===== src/rtl/usbo_pkg.sv =====
package usbo_pkg;
    typedef enum logic [1:0] {
        ST_IDLE = 2'd0,
        ST_RX   = 2'd1,
        ST_DROP = 2'd2,
        ST_STS  = 2'd3
    } rx_state_e;

    localparam logic [3:0] STS_XFER_DONE = 4'd3;
    localparam int         WORD_W        = 9;
endpackage


===== src/rtl/usbo_rx_fifo.sv =====
module usbo_rx_fifo #(
    parameter int DEPTH  = 16,
    parameter int WORD_W = 9
) (
    input  logic              clk,
    input  logic              rst_n,
    input  logic              wr_en,
    input  logic [WORD_W-1:0] wr_word,
    input  logic              commit,
    input  logic              rollback,
    input  logic              pop,
    output logic              rd_valid,
    output logic [WORD_W-1:0] rd_word,
    output logic [$clog2(DEPTH):0] free_cnt
);
    localparam int AW = $clog2(DEPTH);

    typedef struct packed {
        logic [AW:0] wr;
        logic [AW:0] cm;
        logic [AW:0] rd;
    } ptr_t;

    ptr_t ptr_d, ptr_q;
    logic [WORD_W-1:0] mem [DEPTH];
    logic [AW:0] used;

    assign used     = ptr_q.wr - ptr_q.rd;
    assign free_cnt = (AW+1)'(DEPTH) - used;
    assign rd_valid = ptr_q.cm != ptr_q.rd;
    assign rd_word  = mem[ptr_q.rd[AW-1:0]];

    always_comb begin
        ptr_d = ptr_q;
        if (wr_en)            ptr_d.wr = ptr_q.wr + 1'b1;
        if (rollback)         ptr_d.wr = ptr_q.cm;
        if (commit)           ptr_d.cm = ptr_d.wr;
        if (pop && rd_valid)  ptr_d.rd = ptr_q.rd + 1'b1;
    end

    always_ff @(posedge clk or negedge rst_n) begin
        if (!rst_n) ptr_q <= '0;
        else        ptr_q <= ptr_d;
    end

    always_ff @(posedge clk) begin
        if (wr_en) mem[ptr_q.wr[AW-1:0]] <= wr_word;
    end

    AST_NO_OVERFLOW: assert property (@(posedge clk) disable iff (!rst_n)
        wr_en |-> used < (AW+1)'(DEPTH));
    AST_ROLLBACK_HIDDEN: assert property (@(posedge clk) disable iff (!rst_n)
        rollback |=> ptr_q.cm == $past(ptr_q.cm));
endmodule


===== src/rtl/usbo_flags.sv =====
module usbo_flags #(
    parameter int N = 3
) (
    input  logic         clk,
    input  logic         rst_n,
    input  logic [N-1:0] set,
    input  logic [N-1:0] clr,
    input  logic [N-1:0] irq_en,
    output logic [N-1:0] flags,
    output logic         irq
);
    logic [N-1:0] flg_d, flg_q;

    for (genvar i = 0; i < N; i++) begin : g_flag
        always_comb flg_d[i] = set[i] | (flg_q[i] & ~clr[i]);

        AST_FLAG_STICKY: assert property (@(posedge clk) disable iff (!rst_n)
            (flg_q[i] && !clr[i]) |=> flg_q[i]);
    end

    always_ff @(posedge clk or negedge rst_n) begin
        if (!rst_n) flg_q <= '0;
        else        flg_q <= flg_d;
    end

    assign flags = flg_q;
    assign irq   = |(flg_q & irq_en);
endmodule


===== src/rtl/usbo_ep_ctrl.sv =====
module usbo_ep_ctrl
    import usbo_pkg::*;
#(
    parameter int MPS    = 4,
    parameter int DEPTH  = 16,
    parameter int EP_NUM = 1,
    parameter int PCNT_W = 6
) (
    input  logic              clk,
    input  logic              rst_n,
    input  logic              tok_out,
    input  logic              rx_valid,
    input  logic [7:0]        rx_byte,
    input  logic              rx_end,
    input  logic              cfg_load,
    input  logic [PCNT_W-1:0] cfg_pcnt,
    input  logic [$clog2(DEPTH):0] free_cnt,
    input  logic              pop_status,
    output logic              wr_en,
    output logic [WORD_W-1:0] wr_word,
    output logic              commit,
    output logic              rollback,
    output logic              set_ack,
    output logic              set_done,
    output logic              set_over,
    output logic              hs_ack,
    output logic              hs_nak,
    output logic              ep_enabled,
    output logic [PCNT_W-1:0] pcnt
);
    localparam int CW = $clog2(MPS + 1);
    localparam int FW = $clog2(DEPTH) + 1;

    typedef struct packed {
        rx_state_e         st;
        logic [CW-1:0]     bcnt;
        logic              over;
        logic              en;
        logic [PCNT_W-1:0] pcnt;
        logic              ack;
        logic              nak;
    } ctl_t;

    ctl_t s_d, s_q;
    logic room_ok;

    assign room_ok = free_cnt >= FW'(MPS + 1);

    always_comb begin
        s_d      = s_q;
        s_d.ack  = 1'b0;
        s_d.nak  = 1'b0;
        wr_en    = 1'b0;
        wr_word  = '0;
        commit   = 1'b0;
        rollback = 1'b0;
        set_ack  = 1'b0;
        set_done = 1'b0;
        set_over = 1'b0;

        if (cfg_load) begin
            s_d.en   = 1'b1;
            s_d.pcnt = cfg_pcnt;
        end

        case (s_q.st)
            ST_IDLE: begin
                if (tok_out) begin
                    if (s_q.en && s_q.pcnt != '0 && room_ok) begin
                        s_d.st   = ST_RX;
                        s_d.bcnt = '0;
                        s_d.over = 1'b0;
                    end else begin
                        s_d.st = ST_DROP;
                    end
                end
            end
            ST_RX: begin
                if (rx_end) begin
                    s_d.st = ST_IDLE;
                    if (s_q.over) begin
                        rollback = 1'b1;
                        set_over = 1'b1;
                    end else begin
                        commit   = 1'b1;
                        set_ack  = 1'b1;
                        s_d.ack  = 1'b1;
                        s_d.pcnt = s_q.pcnt - 1'b1;
                        if (s_q.pcnt == PCNT_W'(1)) s_d.st = ST_STS;
                    end
                end else if (rx_valid) begin
                    if (s_q.bcnt == CW'(MPS)) begin
                        s_d.over = 1'b1;
                    end else begin
                        wr_en    = 1'b1;
                        wr_word  = {1'b0, rx_byte};
                        s_d.bcnt = s_q.bcnt + 1'b1;
                    end
                end
            end
            ST_DROP: begin
                if (rx_end) begin
                    s_d.nak = 1'b1;
                    s_d.st  = ST_IDLE;
                end
            end
            default: begin
                wr_en   = 1'b1;
                wr_word = {1'b1, 4'(EP_NUM), STS_XFER_DONE};
                commit  = 1'b1;
                s_d.st  = ST_IDLE;
            end
        endcase

        if (pop_status) begin
            s_d.en   = 1'b0;
            set_done = 1'b1;
        end
    end

    always_ff @(posedge clk or negedge rst_n) begin
        if (!rst_n) s_q <= '{st: ST_IDLE, default: '0};
        else        s_q <= s_d;
    end

    assign hs_ack     = s_q.ack;
    assign hs_nak     = s_q.nak;
    assign ep_enabled = s_q.en;
    assign pcnt       = s_q.pcnt;

    AST_HS_EXCLUSIVE: assert property (@(posedge clk) disable iff (!rst_n)
        !(hs_ack && hs_nak));
    AST_REFUSE_DISABLED: assert property (@(posedge clk) disable iff (!rst_n)
        (s_q.st == ST_IDLE && tok_out && !s_q.en) |=> s_q.st == ST_DROP);
    AST_ACK_DECREMENT: assert property (@(posedge clk) disable iff (!rst_n)
        (set_ack && !cfg_load) |=> pcnt == $past(pcnt) - 1'b1);
    AST_DONE_DISABLES: assert property (@(posedge clk) disable iff (!rst_n)
        set_done |=> !ep_enabled);
    AST_OVERSIZE_SILENT: assert property (@(posedge clk) disable iff (!rst_n)
        (set_over && !cfg_load) |=> !hs_ack && !hs_nak && pcnt == $past(pcnt));
endmodule


===== src/rtl/usb_out_ep_rx.sv =====
module usb_out_ep_rx
    import usbo_pkg::*;
#(
    parameter int MPS    = 4,
    parameter int DEPTH  = 16,
    parameter int EP_NUM = 1,
    parameter int PCNT_W = 6
) (
    input  logic              clk,
    input  logic              rst_n,
    input  logic              tok_out,
    input  logic              rx_valid,
    input  logic [7:0]        rx_byte,
    input  logic              rx_end,
    output logic              hs_ack,
    output logic              hs_nak,
    input  logic              cfg_load,
    input  logic [PCNT_W-1:0] cfg_pcnt,
    input  logic              pop,
    output logic              rd_valid,
    output logic [8:0]        rd_word,
    input  logic [2:0]        flag_clr,
    input  logic [2:0]        irq_en,
    output logic [2:0]        flags,
    output logic              irq,
    output logic              ep_enabled,
    output logic [PCNT_W-1:0] pcnt
);
    logic              wr_en, commit, rollback;
    logic [WORD_W-1:0] wr_word;
    logic [$clog2(DEPTH):0] free_cnt;
    logic              set_ack, set_done, set_over, pop_status;

    assign pop_status = pop && rd_valid && rd_word[8];

    usbo_rx_fifo #(.DEPTH(DEPTH), .WORD_W(WORD_W)) u_fifo (
        .clk(clk), .rst_n(rst_n), .wr_en(wr_en), .wr_word(wr_word),
        .commit(commit), .rollback(rollback), .pop(pop),
        .rd_valid(rd_valid), .rd_word(rd_word), .free_cnt(free_cnt)
    );

    usbo_ep_ctrl #(.MPS(MPS), .DEPTH(DEPTH), .EP_NUM(EP_NUM), .PCNT_W(PCNT_W)) u_ctrl (
        .clk(clk), .rst_n(rst_n), .tok_out(tok_out), .rx_valid(rx_valid),
        .rx_byte(rx_byte), .rx_end(rx_end), .cfg_load(cfg_load),
        .cfg_pcnt(cfg_pcnt), .free_cnt(free_cnt), .pop_status(pop_status),
        .wr_en(wr_en), .wr_word(wr_word), .commit(commit), .rollback(rollback),
        .set_ack(set_ack), .set_done(set_done), .set_over(set_over),
        .hs_ack(hs_ack), .hs_nak(hs_nak), .ep_enabled(ep_enabled), .pcnt(pcnt)
    );

    usbo_flags #(.N(3)) u_flags (
        .clk(clk), .rst_n(rst_n), .set({set_over, set_done, set_ack}),
        .clr(flag_clr), .irq_en(irq_en), .flags(flags), .irq(irq)
    );

    AST_DONE_AFTER_DATA: assert property (@(posedge clk) disable iff (!rst_n)
        $rose(flags[1]) |-> $past(pop_status));
endmodule


===== config.mk =====
export PLATFORM = sky130hd
export DESIGN_NAME = usb_out_ep_rx
export DESIGN_NICKNAME = d
export VERILOG_FILES = /design/src/rtl/usbo_pkg.sv /design/src/rtl/usbo_rx_fifo.sv /design/src/rtl/usbo_flags.sv /design/src/rtl/usbo_ep_ctrl.sv /design/src/rtl/usb_out_ep_rx.sv
export SDC_FILE = /design/constraint.sdc
export NUM_CORES = 1
export LEC_CHECK = 0
export ABC_AREA = 1
export BUFFER_PORTS_ARGS = -buffer_cell sky130_fd_sc_hd__clkbuf_2
export CORE_MARGIN = 5
export CORE_UTILIZATION = 35
export DETAILED_ROUTE_END_ITERATION = 6
export PLACE_DENSITY = 0.59
export SYNTH_ARGS = -nofsm -noshare
export SYNTH_HDL_FRONTEND = slang
export SYNTH_SLANG_ARGS = --single-unit

===== constraint.sdc =====
create_clock -name clk -period 2.85 [get_ports clk]
set_clock_uncertainty 0.2 [all_clocks]
set_input_delay 0.4275 -clock clk [delete_from_list [all_inputs] [get_ports clk]]
set_output_delay 0.4275 -clock clk [all_outputs]
set_load 0.02 [all_outputs]

==> results.py <==
metrics = {
    "routing": {
        "vias_per_cell": 5.00,
        "drc_errors": 0,
        "routed_wl_um": 17800,
        "dr.pass1.iters": 5,
        "vias": 5269,
        "initialDrtViolationCount": 399,
        "wire_per_inst_um": 16.9,
        "antenna_left": 0,
    },
    "global_routing": {
        "grt_usage": 0.142,
        "grt_pass1_wl_um": 27900,
        "first_global_vias": 4973,
        "overflow": 0,
        "grt_max_degree": 76,
        "antenna_found_initial": 0,
    },
    "timing": {
        "max_clock_freq_ghz": 0.368,
        "whs_ns": 0.0470,
        "timing.final.crit_share": 0.955,
        "slew_viol_final": 0,
        "tns_ns": 0,
        "fin_crit_ns": 2.72,
        "hold_violations": 0,
        "setup_viol": 0,
        "worst_pin_slew_ns": 0.881,
        "rsz0062_at_grt": "false",
        "layout_setup_ws_ns": 0.129,
        "max-slew-margin-rel": 0.411,
    },
    "status": {
        "status": "complete, no violations",
    },
    "cts": {
        "cts_tree": "yes",
        "hold_buffers": 4,
        "htree_levels": 4,
        "cts_num_sinks": 177,
        "clk_latency_ns": 0.42,
        "clk_pin_slew_ns": 0.06,
        "clk_path_buf_depth": 2,
        "postCtsSetupBuffers": 0,
        "clockRootBuffer": "clkbuf_16",
        "cts_buffers": 17,
        "cts.repair.resized": 0,
    },
    "pwr": {
        "power.density_nw_per_um2": 1010,
        "vdd_drop_max_mv": 0.510,
        "power.leakage_nw": 3.54,
    },
    "setup_path": {
        "cp-start-kind": "flop",
        "path_cells": "clkinv_1 -> nor2_2 -> nand2_1 -> nand3_1 -> clkbuf_2",
        "critPathBufInv": 2,
        "required_ns": 2.22,
        "crit_type": "flop to primary output",
        "cp_slowest_stage_delay_ns": 0.51,
        "crit_arrival_ns": 2.09,
        "cp-end-kind": "primary output",
        "critPathMaxFanout": 9,
        "critical_path.top_delay_family": "simple AND/OR/NAND/NOR gates",
        "crit_path_top_delay_cell": "nor2_2",
    },
    "floorplan": {
        "start_util": 0.357,
        "ios": 50,
        "die_h_um": 160,
        "fp.dieW_um": 160,
        "core_um2": 22000,
        "rows": 54,
        "die_area_um2": 25500,
    },
    "cells_and_area": {
        "fillers": 2087,
        "drive_above_1_share": 0.172,
        "num_antenna_cells": 0,
        "nets": 805,
        "syn_to_final_growth_pct": 16.1,
    },
    "flow_run": {
        "max-cap-violations": 0,
    },
    "hold_path": {
        "hp-class": "primary input to flop",
    },
    "synthesis": {
        "ys_warn_count": 0,
        "avgSynthCellArea_um2": 11.3,
        "synthTopCellsByCount": "edfxtp_1, nor2_1, o21ai_0",
        "yosysMostFrequentCell": "edfxtp_1",
        "yosys.area.top_type": "edfxtp_1",
        "seq_area_frac_synth": 0.656,
        "synthSimpleGateAreaFrac": 0.136,
        "ys_ff_latch": 177,
        "syn-instance-count": 694,
        "synth.area.mux_share": 0,
        "synthAdderAreaFrac": 0.0281,
        "synth_top_family_by_area": "simple AND/OR/NAND/NOR gates",
        "synth.top_cell.area_share": 0.551,
        "netlist_area_um2": 7850,
        "synth_edf_count": 144,
        "synth_compound_area_frac": 0.112,
        "async_flop_share": 0.186,
        "synth_xor_area_frac": 0.0156,
        "synth_cell_types": 41,
        "synth.area.top_cells": "edfxtp_1, dfrtp_1, o21ai_0",
        "synthFlopType": "edfxtp_1",
        "synthesis.nets": 738,
    },
    "placement": {
        "hpwlAfterDp_um": 10900,
        "dp_slack_ns": 0.272,
        "port_buffers": 49,
        "gp_congestion": 0.764,
    },
}
==> area by class of cell <==
class	instances	area, µm²	share of cell area
Clock buffer	20	437	0.0479
Clock inverter	12	130	0.0143
Inverter	56	210	0.0231
Multi-Input combinational cell	427	2290	0.251
Sequential cell	177	5150	0.566
Tap cell	280	350	0.0385
Timing Repair Buffer	82	541	0.0593
==> metrics by stage <==
step / utilization / std cells / power (mW) / instance area [µm²]
2_1_floorplan: - / 694 / 5.93 / 7850
3_3_place_gp: 0.387 / 1018 / 6.95 / 8500
3_5_place_dp: 0.387 / 1018 / 6.99 / 8500
4_1_cts: 0.415 / 1054 / 9.26 / 9110
5_1_grt: 0.415 / 1054 / 9.80 / 9110
6_report: 0.415 / 1054 / 9.17 / 9110
==> power breakdown <==
| group | internal [mW] | switching, mW | total (mW) | leakage [nW] |
|---|---|---|---|---|
| Sequential | 3.09 | 0.205 | 3.30 | 1.74 |
| Clock | 1.30 | 0.964 | 2.26 | 0.279 |
| Combinational | 1.21 | 2.41 | 3.62 | 1.52 |
| Total | 5.59 | 3.58 | 9.17 | 3.54 |
==> worst paths after layout <==
kind | startpoint | endpoint | depth (start not counted) | slack, ns
max reg2reg | u_fifo.ptr_q[11]$_DFF_PN0_ | u_ctrl.s_q[10]$_DFFE_PN0P_ | 13 | 0.29
max | u_fifo.ptr_q[3]$_DFFE_PN0P_ | rd_word[7] | 5 | 0.13
min | cfg_pcnt[0] | u_ctrl.pcnt[0]$_DFF_PN0_ | 3 | 0.05
min reg2reg | u_ctrl.s_q[9]$_DFFE_PN0P_ | u_ctrl.hs_ack$_DFF_PN0_ | 1 | 0.31
max in group asynchronous | rst_n | u_fifo.ptr_q[0]$_DFFE_PN0P_ | 2 | 1.40
min in group asynchronous | rst_n | u_fifo.ptr_q[8]$_DFFE_PN0P_ | 2 | 0.44
==> state kept, by name (all words and copies together), names as in the netlist <==
register	cells
u_fifo.ptr_q	15
u_fifo.mem	144
u_ctrl.hs_nak	1
u_ctrl.s_q	6
u_ctrl.ep_enabled	1
u_ctrl.hs_ack	1
u_ctrl.pcnt	6
u_flags.flags	3
==> layout by cell type (no fill, tap or decap), drive strengths merged, types with 9 or more instances in the layout <==
cell / instances
nand2: 91
buf: 29
xor2: 12
clkbuf: 69
inv: 58
ha: 16
o22ai: 22
dfrtp: 33
o221ai: 12
edfxtp: 144
nand3: 31
o211ai: 9
nor2: 118
o21ai: 98
==> routing by layer <==
layer / track usage / wire length (µm)
met1: 0.196 / 8390
met2: 0.224 / 8150
met3: 0.0335 / 1040
met4: 0.0418 / 252
met5: 0 / 0
==> kinds of logic (layout without fill, tap and decap cells) <==
group / count (synthesis) / count (layout)
adder cells (fa/ha/maj): 17 / 17
buffers and inverters: 90 / 170
AO/OA/AOI/OAI: 148 / 148
XOR/XNOR: 14 / 14
AND/OR/NAND/NOR: 248 / 248
flip-flops: 177 / 177
==> worst register-to-register path: cells and delay by family, from the launching register on <==
family          cells  cell delay (ns)
fa+ha+maj           3             0.89
simple gates        6             0.54
flops               1             0.40
buf+inv             2             0.21
compound gates      2             0.20
Note: power is estimated with default switching activity, not from simulation.
